[src/rtl/ecc_win_pkg.sv]
package ecc_win_pkg;
  localparam int CTRL_OFS      = 'h00;
  localparam int WIN_BASE_OFS  = 'h10;
  localparam int WIN_STRIDE    = 8;
  localparam int WIN_HI_DELTA  = 4;
  localparam int BIT_ECC_EN    = 0;
  localparam int BIT_RMW_EN    = 1;
  localparam int BIT_CHK_EN    = 2;
  localparam int BIT_WR_ALLOC  = 4;
  localparam int GRAN_SHIFT    = 16;

  function automatic int lo_ofs(input int idx);
    return WIN_BASE_OFS + WIN_STRIDE * idx;
  endfunction

  function automatic int hi_ofs(input int idx);
    return WIN_BASE_OFS + WIN_STRIDE * idx + WIN_HI_DELTA;
  endfunction
endpackage

[src/rtl/ecc_win_regs.sv]
module ecc_win_regs #(
  parameter int NUM_WIN = 3,
  parameter int REG_AW  = 8,
  parameter int DATA_W  = 32,
  parameter int BOUND_W = 16
) (
  input  logic                 clk,
  input  logic                 rst,
  input  logic                 wr_en,
  input  logic [REG_AW-1:0]    wr_addr,
  input  logic [DATA_W-1:0]    wr_data,
  input  logic [REG_AW-1:0]    rd_addr,
  output logic [DATA_W-1:0]    rd_data,
  output logic [4:0]           ctrl,
  output logic [BOUND_W-1:0]   lo_b [NUM_WIN],
  output logic [BOUND_W-1:0]   hi_b [NUM_WIN]
);
  import ecc_win_pkg::*;

  localparam logic [4:0] CTRL_MASK = 5'b10111;

  always_ff @(posedge clk) begin
    if (rst) begin
      ctrl <= '0;
      for (int i = 0; i < NUM_WIN; i++) begin
        lo_b[i] <= '1;
        hi_b[i] <= '0;
      end
    end else if (wr_en) begin
      if (wr_addr == REG_AW'(CTRL_OFS))
        ctrl <= wr_data[4:0] & CTRL_MASK;
      for (int i = 0; i < NUM_WIN; i++) begin
        if (wr_addr == REG_AW'(lo_ofs(i))) lo_b[i] <= wr_data[BOUND_W-1:0];
        if (wr_addr == REG_AW'(hi_ofs(i))) hi_b[i] <= wr_data[BOUND_W-1:0];
      end
    end
  end

  logic [DATA_W-1:0] rd_mux;
  always_comb begin
    rd_mux = '0;
    if (rd_addr == REG_AW'(CTRL_OFS))
      rd_mux = {{(DATA_W-5){1'b0}}, ctrl};
    for (int i = 0; i < NUM_WIN; i++) begin
      if (rd_addr == REG_AW'(lo_ofs(i))) rd_mux = {{(DATA_W-BOUND_W){1'b0}}, lo_b[i]};
      if (rd_addr == REG_AW'(hi_ofs(i))) rd_mux = {{(DATA_W-BOUND_W){1'b0}}, hi_b[i]};
    end
  end

  always_ff @(posedge clk) begin
    if (rst) rd_data <= '0;
    else     rd_data <= rd_mux;
  end
endmodule

[src/rtl/ecc_win_cmp.sv]
module ecc_win_cmp #(
  parameter int BOUND_W = 16
) (
  input  logic               below_base,
  input  logic [BOUND_W-1:0] gran,
  input  logic [BOUND_W-1:0] lo,
  input  logic [BOUND_W-1:0] hi,
  output logic               match
);
  assign match = !below_base && (gran >= lo) && (gran <= hi);
endmodule

[src/rtl/ecc_win_prio.sv]
module ecc_win_prio #(
  parameter int N     = 3,
  parameter int IDX_W = 2
) (
  input  logic [N-1:0]     req,
  output logic             any,
  output logic [IDX_W-1:0] idx
);
  always_comb begin
    idx = '0;
    for (int i = N - 1; i >= 0; i--)
      if (req[i]) idx = IDX_W'(i);
  end
  assign any = |req;
endmodule

[src/rtl/ecc_window_filter.sv]
module ecc_window_filter #(
  parameter int          NUM_WIN  = 3,
  parameter int          ADDR_W   = 32,
  parameter int          REG_AW   = 8,
  parameter int          DATA_W   = 32,
  parameter logic [31:0] MEM_BASE = 32'h8000_0000,
  localparam int         BOUND_W  = ADDR_W - ecc_win_pkg::GRAN_SHIFT,
  localparam int         IDX_W    = (NUM_WIN > 1) ? $clog2(NUM_WIN) : 1
) (
  input  logic              clk,
  input  logic              rst,
  input  logic              wr_en,
  input  logic [REG_AW-1:0] wr_addr,
  input  logic [DATA_W-1:0] wr_data,
  input  logic [REG_AW-1:0] rd_addr,
  output logic [DATA_W-1:0] rd_data,
  input  logic [ADDR_W-1:0] lk_addr,
  output logic              ecc_hit,
  output logic [IDX_W-1:0]  hit_idx,
  output logic              cfg_ecc_en,
  output logic              cfg_rmw_en,
  output logic              cfg_chk_en,
  output logic              cfg_wr_alloc
);
  import ecc_win_pkg::*;

  localparam logic [ADDR_W-1:0] BASE = ADDR_W'(MEM_BASE);

  logic [4:0]         ctrl;
  logic [BOUND_W-1:0] lo_b [NUM_WIN];
  logic [BOUND_W-1:0] hi_b [NUM_WIN];

  ecc_win_regs #(
    .NUM_WIN(NUM_WIN), .REG_AW(REG_AW), .DATA_W(DATA_W), .BOUND_W(BOUND_W)
  ) u_regs (
    .clk(clk), .rst(rst), .wr_en(wr_en), .wr_addr(wr_addr), .wr_data(wr_data),
    .rd_addr(rd_addr), .rd_data(rd_data), .ctrl(ctrl), .lo_b(lo_b), .hi_b(hi_b)
  );

  logic [ADDR_W-1:0]  offset;
  logic [BOUND_W-1:0] gran;
  logic               below;
  assign below  = lk_addr < BASE;
  assign offset = lk_addr - BASE;
  assign gran   = offset[ADDR_W-1:GRAN_SHIFT];

  logic [NUM_WIN-1:0] match;
  for (genvar g = 0; g < NUM_WIN; g++) begin : g_win
    ecc_win_cmp #(.BOUND_W(BOUND_W)) u_cmp (
      .below_base(below), .gran(gran), .lo(lo_b[g]), .hi(hi_b[g]), .match(match[g])
    );
  end

  logic             any_match;
  logic [IDX_W-1:0] first_idx;
  ecc_win_prio #(.N(NUM_WIN), .IDX_W(IDX_W)) u_prio (
    .req(match), .any(any_match), .idx(first_idx)
  );

  logic hit_d;
  assign hit_d = any_match && ctrl[BIT_ECC_EN];

  always_ff @(posedge clk) begin
    if (rst) begin
      ecc_hit <= 1'b0;
      hit_idx <= '0;
    end else begin
      ecc_hit <= hit_d;
      hit_idx <= hit_d ? first_idx : '0;
    end
  end

  assign cfg_ecc_en   = ctrl[BIT_ECC_EN];
  assign cfg_rmw_en   = ctrl[BIT_RMW_EN];
  assign cfg_chk_en   = ctrl[BIT_CHK_EN];
  assign cfg_wr_alloc = ctrl[BIT_WR_ALLOC];
endmodule

[config.mk]
export PLATFORM = sky130hd
export DESIGN_NAME = ecc_window_filter
export DESIGN_NICKNAME = d
export VERILOG_FILES = /design/src/rtl/ecc_win_pkg.sv /design/src/rtl/ecc_win_regs.sv /design/src/rtl/ecc_win_cmp.sv /design/src/rtl/ecc_win_prio.sv /design/src/rtl/ecc_window_filter.sv
export SDC_FILE = /design/constraint.sdc
export NUM_CORES = 1
export LEC_CHECK = 0
export ABC_AREA = 1
export BUFFER_PORTS_ARGS = -buffer_cell sky130_fd_sc_hd__buf_2
export CORE_MARGIN = 1
export CORE_UTILIZATION = 49
export CTS_BUF_LIST = sky130_fd_sc_hd__clkbuf_4 sky130_fd_sc_hd__clkbuf_8 sky130_fd_sc_hd__clkbuf_16
export DETAILED_ROUTE_END_ITERATION = 12
export HOLD_SLACK_MARGIN = 0.05
export PLACE_DENSITY = 0.71
export SKIP_LAST_GASP = 1
export SLEW_MARGIN = 20
export SYNTH_ARGS = -nofsm -noshare
export SYNTH_HDL_FRONTEND = slang
export SYNTH_SLANG_ARGS = --single-unit
[constraint.sdc]
create_clock -name clk -period 3 [get_ports clk]
set_input_delay 0.3 -clock clk [delete_from_list [all_inputs] [get_ports clk]]
set_output_delay 0.3 -clock clk [all_outputs]
set_load 0.05 [all_outputs]
==> flow_metrics.tcl <==
set metrics [dict create \
    status "complete, no violations" \
    root_buffer "clkbuf_16" \
    async_flop_share_pct 0 \
    start_kind "flop" \
    crit_path_start "u_regs.hi_b[47]" \
    max_slew_margin_pct 41.7 \
    hold_start "wr_data[9]" \
    grt_pass1_vias 6536 \
    finalMaxSlewViolations 0 \
    clock_sinks 119 \
    postSynthCellCount 1000 \
    initial_core_util_pct 50.5 \
    drv_cap 0 \
    areaGrowthSynthToFinish_pct 12.8 \
    drc 0 \
    min_period_over_period_pct 62.0 \
    synth_cell_type_count 34 \
    postCtsSetupBuffers 0 \
    setup_ws_ps 1140 \
    routed_wirelength_um 19800 \
    vias 6769 \
    cts_tree "built" \
    synthAdderAreaFrac_pct 16.3 \
    syn_area_per_cell_um2 7.37 \
    slowest_delay_ps 430 \
    grt_start_max_net_pins 50 \
    post_drt_via_cell_ratio 5.40 \
    clockBufferDepth 2 \
    insertedDiodeCount 0 \
    fin_crit_ps 1860 \
    cp_common_cell "nand2_1" \
    top_layer_used "met4" \
    io_pins 122 \
    hold_buffers 0 \
    synthSimpleGateAreaFrac_pct 15.4 \
    die_h_um 125 \
    synth_xor_area_share_pct 0 \
    cts_resized 0 \
    yosys.area.top_type "dfxtp_1" \
    endpoint_kind "flop" \
    pre_cts_ws_ps 925 \
    synth_area_um2 7370 \
    skew_ps 8.45 \
    p_per_area_nw_per_um2 461 \
    synth.yosys.seq_area_share_pct 32.3 \
    drive_gt1_share_pct 13.2 \
    dr.pass1.iters 8 \
    cp_top_family "simple AND/OR/NAND/NOR gates" \
    path_cells "inv_1, ha_1, nand2_1, nor4_1, nand2_1, nand2_1, nand2_1, nand2_1, nand2_1, nor2_1" \
    min_path_cells 3 \
    wl_met2_um 9030 \
    final.fill_count 1376 \
    synth_compound_area_share_pct 22.8 \
    required_ps 3330 \
    yosys_warnings 0 \
    synth_edf_count 0 \
    grt_first_pass_wirelength_um 32500 \
    wl_per_cell_um 15.8 \
    antenna_found_initial 0 \
    synth_ff_type "dfxtp_1" \
    globalplace.congestion 0.917 \
    ys_ff_latch 119 \
    synth_top_family_by_area "compound AO/OA/AOI/OAI gates" \
    num_rows 44 \
    yosysMostFrequentCell "inv_1" \
    final_nets 1240 \
    synth_top_area_share_pct 32.3 \
    worstReg2RegStart "u_regs.hi_b[47]" \
    die_area_um2 15500 \
    h-tree-depth 4 \
    final_hold_viol_count 0 \
    drt_iter0_drc 484 \
    reg2reg_depth 10 \
    insertion_delay_ps 430 \
    setup_viol 0 \
    crit_path_top_delay_cell "nor4_1" \
    cts_buffers 17 \
    cp.depth 10 \
    grt_use_total_pct 26.7 \
    cp.arrival_ps 2190 \
    clkSlewWorstSetupHoldPaths_ps 50 \
    yosys-top-cells-area "dfxtp_1, ha_1, a21oi_1" \
    core-area_um2 14600 \
    p_leak_nw 4.28 \
    ant_nets 0 \
    rr_endpoint "hit_idx[0]" \
    die_w_um 125 \
    synthMuxAreaShare_pct 0 \
    worst_slew_pin_slew_ps 875 \
    wl_met3_um 1310 \
    fin_setup_tns_ps 0 \
    hp-class "primary input to flop" \
    placed_cells 1226 \
    holdWs_ps 141 \
    rsz0062_at_grt "false" \
    grt_overflow 0 \
    stdcell_count 1253 \
    cp_max_fo 3 \
    wl_met1_um 8790 \
    synth_common_cells "inv_1, nand2_1, a21oi_1" \
    io_buffers 73 \
    worstHoldEndpoint "u_regs.lo_b[41]" \
    timing.fmax_ghz 0.538 \
    path_buf_inv 1 \
    rrSetupSlack_ps 1140 \
    ir_worst_vdd_mv 0.448 \
    critPathKind "flop to flop" \
    place_hpwl_um 13900 \
]
placed cells by master, fill, tap and decap left out, drive strengths merged:
master	synthesis	routed
inv	172	171
nand2	160	160
a21oi	136	136
dfxtp	119	119
ha	96	96
o21ai	93	93
buf	43	82
nor2	61	61
clkbuf	12	22
nand3	16	16
o22ai	16	16
conb	1	16
o211ai	16	16
a211oi	16	16
a31oi	12	12
nand4	11	11
nor3	10	10
clkinv	1	6
o21a	4	4
o21bai	2	2
nor4	2	2
and2	1	1
bufinv	0	1
metal layers:
metal | vias up | track usage, %
li1 | 3411 | -
met1 | 3051 | 33.5
met2 | 255 | 43.9
met3 | 52 | 4.73
met4 | 0 | 13.0
met5 | - | 0
power by group:
| group | switching, mW | leakage (nW) | internal, mW |
|---|---|---|---|
| Combinational | 0.246 | 3.05 | 0.107 |
| Clock | 0.691 | 0.273 | 1.20 |
| Sequential | 0.00206 | 0.961 | 1.59 |
metrics by stage:
stage / util, % / total power [mW] / cell area [um2]
6_report: 57.0 / 3.84 / 8320
5_1_grt: 57.0 / 3.97 / 8320
4_1_cts: 57.0 / 3.85 / 8320
3_5_place_dp: 53.3 / 1.97 / 7780
3_3_place_gp: 53.3 / 1.96 / 7780
2_1_floorplan: - / 1.87 / 7430
worst max-delay path by stage:
stage | endpoint | slack [ps]
6_report | hit_idx[0] | 1140
5_1_grt | hit_idx[0] | 980
4_1_cts | hit_idx[0] | 1160
3_5_place_dp | hit_idx[0] | 920
3_3_place_gp | hit_idx[0] | 1000
2_1_floorplan | ecc_hit | 1390
worst register-to-register path, delay by kind of cell (launching register included):
kind,cells,cell delay (ps)
buf+inv,1,70
fa+ha+maj,1,300
simple gates,8,1080
flops,1,320
cell type report:
cell class | instances | area, um2 | area share, %
multi-input cells | 668 | 4080 | 49.1
flip-flops and latches | 119 | 2380 | 28.6
inverters | 173 | 651 | 7.82
clock buffers | 22 | 488 | 5.87
repair buffers | 82 | 433 | 5.21
well taps | 184 | 230 | 2.77
clock inverters | 5 | 50.0 | 0.602
kinds of logic after synthesis:
| group | count (synthesis) |
|---|---|
| simple gates | 261 |
| fa+ha+maj | 96 |
| flops | 119 |
| buf+inv | 228 |
| other cells | 1 |
| compound gates | 295 |
flip-flops by register name, summed over array words and instances, names as in the netlist:
name / cells
hit_idx: 2
u_regs.hi_b: 48
u_regs.lo_b: 48
ecc_hit: 1
u_regs.ctrl: 4
u_regs.rd_data: 16
Power figures use the tool's default switching activity.
